==> src/rtl/boot_ldr_pkg.sv <==
package boot_ldr_pkg;

  typedef enum logic [1:0] {
    S_IDLE  = 2'd0,
    S_LEN   = 2'd1,
    S_BYTES = 2'd2,
    S_FIN   = 2'd3
  } ldr_state_t;

  // byte codes in the two address LSBs
  localparam logic [1:0] BC_UPPER  = 2'b00;
  localparam logic [1:0] BC_LOWER  = 2'b10;
  localparam logic [1:0] BC_MIDDLE = 2'b01;
  localparam logic [1:0] BC_LENGTH = 2'b11;

  // fetch order within a word: upper, lower, middle
  function automatic logic [1:0] next_byte_code(input logic [1:0] c);
    case (c)
      BC_UPPER: return BC_LOWER;
      BC_LOWER: return BC_MIDDLE;
      default:  return BC_UPPER;
    endcase
  endfunction

endpackage

==> src/rtl/boot_addr_gen.sv <==
module boot_addr_gen #(
  parameter int PAGE_W = 3,
  parameter int IDX_W  = 11,
  localparam int ADDR_W = PAGE_W + IDX_W + 2
) (
  input  logic [PAGE_W-1:0] page_i,
  input  logic [IDX_W-1:0]  idx_i,
  input  logic [1:0]        code_i,
  output logic [ADDR_W-1:0] addr_o,
  output logic [2:0]        lane_o   // {upper, middle, lower}
);
  import boot_ldr_pkg::*;

  always_comb begin
    addr_o = {page_i, idx_i, code_i};
    case (code_i)
      BC_UPPER:  lane_o = 3'b100;
      BC_MIDDLE: lane_o = 3'b010;
      BC_LOWER:  lane_o = 3'b001;
      default:   lane_o = 3'b000;
    endcase
  end

endmodule

==> src/rtl/boot_word_asm.sv <==
module boot_word_asm #(
  parameter int BYTE_W = 8,
  parameter int IDX_W  = 11,
  localparam int WORD_W = 3 * BYTE_W
) (
  input  logic              clk,
  input  logic              rst,
  input  logic              take_i,   // byte accepted this cycle
  input  logic [2:0]        lane_i,   // {upper, middle, lower}
  input  logic [IDX_W-1:0]  idx_i,
  input  logic [BYTE_W-1:0] data_i,
  output logic              pm_we_o,
  output logic [IDX_W-1:0]  pm_addr_o,
  output logic [WORD_W-1:0] pm_wdata_o
);

  logic [BYTE_W-1:0] upper_q, lower_q;

  always_ff @(posedge clk) begin
    if (rst) begin
      upper_q    <= '0;
      lower_q    <= '0;
      pm_we_o    <= 1'b0;
      pm_addr_o  <= '0;
      pm_wdata_o <= '0;
    end else begin
      pm_we_o <= 1'b0;
      if (take_i) begin
        if (lane_i[2]) upper_q <= data_i;
        if (lane_i[0]) lower_q <= data_i;
        if (lane_i[1]) begin
          // middle byte is fetched last: word complete
          pm_we_o    <= 1'b1;
          pm_addr_o  <= idx_i;
          pm_wdata_o <= {upper_q, data_i, lower_q};
        end
      end
    end
  end

  // three acknowledged bytes separate two writes
  assert_we_spacing_R7: assert property (@(posedge clk) disable iff (rst)
    pm_we_o |=> !pm_we_o);

endmodule

==> src/rtl/boot_seq.sv <==
module boot_seq #(
  parameter int PAGE_W = 3,
  parameter int LEN_W  = 8,   // must not exceed BYTE_W
  parameter int CNT_W  = 3,
  parameter int BYTE_W = 8,
  localparam int IDX_W = LEN_W + CNT_W
) (
  input  logic              clk,
  input  logic              rst,
  input  logic              start_i,
  input  logic [PAGE_W-1:0] page_sel_i,
  input  logic              rd_ack_i,
  input  logic [BYTE_W-1:0] rd_data_i,
  output logic [PAGE_W-1:0] page_o,
  output logic [IDX_W-1:0]  idx_o,
  output logic [1:0]        code_o,
  output logic              rd_req_o,
  output logic              take_o,
  output logic              done_o
);
  import boot_ldr_pkg::*;

  ldr_state_t        state_q;
  logic [PAGE_W-1:0] page_q;
  logic [IDX_W-1:0]  idx_q;
  logic [1:0]        code_q;
  logic              req_q, done_q;
  logic              acc;

  assign acc    = req_q && rd_ack_i;
  assign take_o = acc && (state_q == S_BYTES);
  assign page_o = page_q;
  assign idx_o  = idx_q;
  assign code_o = code_q;
  assign rd_req_o = req_q;
  assign done_o   = done_q;

  always_ff @(posedge clk) begin
    if (rst) begin
      state_q <= S_IDLE;
      page_q  <= '0;
      idx_q   <= '0;
      code_q  <= BC_LENGTH;
      req_q   <= 1'b0;
      done_q  <= 1'b0;
    end else begin
      done_q <= 1'b0;
      case (state_q)
        S_IDLE: begin
          if (start_i) begin
            page_q  <= page_sel_i;
            idx_q   <= '0;
            code_q  <= BC_LENGTH;
            req_q   <= 1'b1;
            state_q <= S_LEN;
          end
        end
        S_LEN: begin
          if (acc) begin
            idx_q   <= {rd_data_i[LEN_W-1:0], {CNT_W{1'b1}}};
            code_q  <= BC_UPPER;
            state_q <= S_BYTES;
          end
        end
        S_BYTES: begin
          if (acc) begin
            code_q <= next_byte_code(code_q);
            if (code_q == BC_MIDDLE) begin
              if (idx_q == '0) begin
                req_q   <= 1'b0;
                state_q <= S_FIN;
              end else begin
                idx_q <= idx_q - 1'b1;
              end
            end
          end
        end
        default: begin
          done_q  <= 1'b1;
          state_q <= S_IDLE;
        end
      endcase
    end
  end

  assert_idle_quiet_R8: assert property (@(posedge clk) disable iff (rst)
    (state_q == S_IDLE) |-> !req_q);

  assert_req_hold_R5: assert property (@(posedge clk) disable iff (rst)
    (req_q && !rd_ack_i) |=> (req_q && $stable(idx_q) && $stable(code_q) && $stable(page_q)));

  assert_code_legal_R4: assert property (@(posedge clk) disable iff (rst)
    (state_q == S_BYTES) |-> (code_q != BC_LENGTH));

  assert_done_single_R8: assert property (@(posedge clk) disable iff (rst)
    done_q |=> !done_q);

endmodule

==> src/rtl/boot_page_loader.sv <==
module boot_page_loader #(
  parameter int PAGE_W = 3,
  parameter int LEN_W  = 8,
  parameter int CNT_W  = 3,
  parameter int BYTE_W = 8,
  localparam int IDX_W  = LEN_W + CNT_W,
  localparam int ADDR_W = PAGE_W + IDX_W + 2,
  localparam int WORD_W = 3 * BYTE_W
) (
  input  logic              clk,
  input  logic              rst,
  input  logic              boot_start_i,
  input  logic [PAGE_W-1:0] boot_page_i,
  output logic              rd_req_o,
  output logic [ADDR_W-1:0] rd_addr_o,
  input  logic              rd_ack_i,
  input  logic [BYTE_W-1:0] rd_data_i,
  output logic              pm_we_o,
  output logic [IDX_W-1:0]  pm_addr_o,
  output logic [WORD_W-1:0] pm_wdata_o,
  output logic              boot_done_o
);

  logic [PAGE_W-1:0] page;
  logic [IDX_W-1:0]  idx;
  logic [1:0]        code;
  logic [2:0]        lane;
  logic              take;

  boot_seq #(
    .PAGE_W(PAGE_W), .LEN_W(LEN_W), .CNT_W(CNT_W), .BYTE_W(BYTE_W)
  ) u_seq (
    .clk(clk), .rst(rst),
    .start_i(boot_start_i), .page_sel_i(boot_page_i),
    .rd_ack_i(rd_ack_i), .rd_data_i(rd_data_i),
    .page_o(page), .idx_o(idx), .code_o(code),
    .rd_req_o(rd_req_o), .take_o(take), .done_o(boot_done_o)
  );

  boot_addr_gen #(.PAGE_W(PAGE_W), .IDX_W(IDX_W)) u_addr (
    .page_i(page), .idx_i(idx), .code_i(code),
    .addr_o(rd_addr_o), .lane_o(lane)
  );

  boot_word_asm #(.BYTE_W(BYTE_W), .IDX_W(IDX_W)) u_asm (
    .clk(clk), .rst(rst),
    .take_i(take), .lane_i(lane), .idx_i(idx), .data_i(rd_data_i),
    .pm_we_o(pm_we_o), .pm_addr_o(pm_addr_o), .pm_wdata_o(pm_wdata_o)
  );

  assert_done_after_last_R8: assert property (@(posedge clk) disable iff (rst)
    boot_done_o |-> ($past(pm_we_o) && ($past(pm_addr_o) == '0)));

  assert_no_write_with_req_idle_R7: assert property (@(posedge clk) disable iff (rst)
    $rose(pm_we_o) |-> $past(rd_req_o && rd_ack_i));

endmodule

==> config.mk <==
export PLATFORM = sky130hd
export DESIGN_NAME = boot_page_loader
export DESIGN_NICKNAME = d
export VERILOG_FILES = /design/src/rtl/boot_ldr_pkg.sv /design/src/rtl/boot_addr_gen.sv /design/src/rtl/boot_word_asm.sv /design/src/rtl/boot_seq.sv /design/src/rtl/boot_page_loader.sv
export SDC_FILE = /design/constraint.sdc
export NUM_CORES = 1
export LEC_CHECK = 0
export ABC_AREA = 1
export BUFFER_PORTS_ARGS = -buffer_cell sky130_fd_sc_hd__buf_4
export CAP_MARGIN = 10
export CELL_PAD_IN_SITES_DETAIL_PLACEMENT = 0
export CELL_PAD_IN_SITES_GLOBAL_PLACEMENT = 1
export CORE_MARGIN = 1
export CORE_UTILIZATION = 35
export CTS_BUF_LIST = sky130_fd_sc_hd__clkbuf_8
export CTS_CLUSTER_DIAMETER = 60
export DETAILED_ROUTE_END_ITERATION = 10
export GPL_ROUTABILITY_DRIVEN = 0
export PLACE_DENSITY = 0.72
export SYNTH_ARGS = -nofsm -noshare
export SYNTH_HDL_FRONTEND = slang
export SYNTH_HIERARCHICAL = 1
export SYNTH_SLANG_ARGS = --single-unit
==> constraint.sdc <==
create_clock -name clk -period 2.2 [get_ports clk]
set_clock_uncertainty 0.15 [all_clocks]
set_input_delay 0.44 -clock clk [delete_from_list [all_inputs] [get_ports clk]]
set_output_delay 0.44 -clock clk [all_outputs]
set_load 0.01 [all_outputs]
==> impl_metrics.yaml <==
floorplan:
  dieWidth_um: 101
  core_um2: 9420
  core.rowCount: 35
  pin_count: 69
  dieArea_um2: 10300
  initial_core_util_pct: 36.7
  die_y_um: 101
route:
  ant_nets: 0
  wl_mm: 8.07
  dr.pass1.iters: 4
  drcViolationCount: 0
  wl_per_cell_um: 11.1
  drt_iter0_drc: 115
  vias_per_cell: 4.26
  num_vias: 3099
clocking:
  clk_latency_ns: 0.34
  cts_tree: "yes"
  cts_setup_buffers: 0
  clockBufferDepth: 2
  cts.htree.levels: 3
  cts.repair.resized: 0
  cts_buffers: 9
  clkTransAtPathRegs_ns: 0.08
  cts_root_buf: "clkbuf_8"
  cts_hold_buffers: 0
  cts.sinks: 72
placement:
  place_area_um2: 3970
  dpl.hpwl_mm: 5.52
  place_inst: 712
  portBuffers: 68
synth:
  synthArstFlopShare_pct: 0
  yosys.cell_count.top_type: "nand2_1"
  synthMuxAreaShare_pct: 0
  synthCells: 542
  synth.area.top_cells: "dfxtp_1, nand2_1, nor2_1, inv_1, buf_4"
  syn_area_um2: 3450
  synth_edf_count: 0
  synth_fp_nets: 562
  yosys.area.top_type_share_pct: 41.8
  ys.flop_type: "dfxtp_1"
  synth_fa_ha_area_share_pct: 1.81
  synth_xor_area_share_pct: 0.254
  synth-compound-area-share_pct: 4.49
  synth_common_cells: "nand2_1, nor2_1, inv_1"
  yosysTopAreaCell: "dfxtp_1"
  synth_top_family_by_area: "simple AND/OR/NAND/NOR gates"
  ys_seq_elements: 72
  synth.avg_cell_area_um2: 6.37
  yosysUniqueCellTypes: 23
  synth-simple-area-share_pct: 36.1
  ys_warn_count: 6
  yosysSeqAreaShare_pct: 41.8
sta:
  report.final.hold_viol_count: 0
  tns_ns: 0
  fmax_mhz: 503
  period_share_pct: 90.4
  worst_pin_slew_ns: 0.478
  max-slew-margin-rel_pct: 68.1
  drv_slew: 0
  setup_violations: 0
  finalCriticalPeriod_ns: 1.99
  rsz0062_at_grt: "false"
  fin_hold_ws_ns: 0.197
global_route:
  grt_usage_pct: 16.7
  grt_max_degree: 52
  grt_pass1_wl_mm: 13.1
  first_global_vias: 2740
  antenna_found_initial: 0
  grt_overflow: 0
pwr:
  peakVddDrop_mv: 0.386
  p_leak_nw: 2.34
  powerDensity_nw_per_um2: 935
critical_path:
  crit_required_ns: 2.32
  startpoint_type: "flop"
  arrival_ns: 2.11
  path_class: "reg2reg"
  crit_fanout: 11
  endpoint_kind: "flop"
finish:
  layout-drive-gt1-share_pct: 16.7
  regArea_um2: 1440
  multi_input_area_um2: 1470
  num_antenna_cells: 0
  n_fill_cell: 1009
  design_area_um2: 4190
  nets: 614
  postLayoutCoreUtil_pct: 44.5
  final_cells: 728
  syn2layout_area_growth_pct: 21.5
worst_hold_path:
  holdCritPathClass: "in2reg"
run_status:
  status: "completed"
job:
  maxCapViolCount: 0
worst paths after layout:
check / slack, ns / startpoint / end / cells past startpoint
worst min register to register: 0.33 / u_asm/lower_q[0] / u_asm/pm_wdata_o[0] / 2
worst max-delay path: 0.21 / u_seq/state_q[1] / u_seq/idx_o[7] / 11
worst min-delay path: 0.20 / boot_page_i[1] / u_seq/page_o[1] / 3
worst max register to register: 0.21 / u_seq/state_q[1] / u_seq/idx_o[7] / 11
logic make-up (layout without fill, tap and decap cells):
| logic type | Yosys count | count (layout) |
|---|---|---|
| compound gates | 30 | 30 |
| buf+inv | 114 | 171 |
| simple gates | 320 | 320 |
| flops | 72 | 72 |
| fa+ha+maj | 5 | 5 |
| xor+xnor | 1 | 1 |
flip-flops by register name, indices dropped and copies added (netlist names):
name and cells:
u_asm/pm_addr_o 11, u_asm/pm_we_o 1, u_seq/state_q 2, u_seq/code_o 2, u_seq/done_o 1, u_seq/page_o 3
u_seq/rd_req_o 1, u_seq/idx_o 11, u_asm/upper_q 8, u_asm/pm_wdata_o 24, u_asm/lower_q 8
cells in the final DEF, fill, tap and decap left out:
cell	instances
dfxtp_1	72
nand2_4	1
bufinv_16	2
inv_8	1
nand2_1	167
inv_2	1
clkinv_1	1
nand2_2	3
clkinv_4	2
buf_12	2
nor2_1	130
clkbuf_8	9
clkinv_2	1
nor2_2	2
xnor2_1	1
a21oi_1	15
o211ai_1	2
buf_4	74
nand3_2	1
o21ai_0	13
nand3_1	15
inv_1	77
ha_1	5
clkinvlp_4	1
nor3_1	1
routing by layer:
| metal | global-route usage, % | part of all wire [%] | vias to the layer above | wire length, um |
|---|---|---|---|---|
| li1 | - | - | 1682 | - |
| met1 | 22.6 | 51 | 1348 | 4150 |
| met4 | 7.36 | 1.5 | 0 | 118 |
| met5 | 0 | 0 | - | 0 |
| met3 | 3.59 | 4.4 | 10 | 356 |
| met2 | 25.5 | 43 | 59 | 3440 |
metrics by stage:
step	power, W	setup WS, ns
floorplan	0.00250	0.515
global placement	0.00280	0.243
detailed placement	0.00280	0.247
CTS	0.00398	0.210
global route	0.00421	0.0361
finish	0.00392	0.210
critical path, stage by stage (launching register included):
cell and delay (ns):
dfxtp_1 0.33, inv_1 0.10, ha_1 0.46, clkinv_4 0.12
nand2_4 0.10, nand2_2 0.06, nand3_2 0.07, nor2_2 0.04
nand2_2 0.08, buf_4 0.19, nand2_1 0.06, a21oi_1 0.14
area by class of cell:
type / count / area share [%]
Clock buffer: 9 / 2.95
Clock inverter: 7 / 2.30
Inverter: 79 / 7.19
Multi-Input combinational cell: 356 / 35.1
Sequential cell: 72 / 34.4
Tap cell: 129 / 3.85
Timing Repair Buffer: 76 / 14.2
power breakdown:
part	internal, W	total (W)	switching [W]
clock	0.000642	0.00116	0.000516
combinational	0.000473	0.00124	0.000771
sequential	0.00140	0.00152	0.000119
Power figures use the tool's default switching activity.
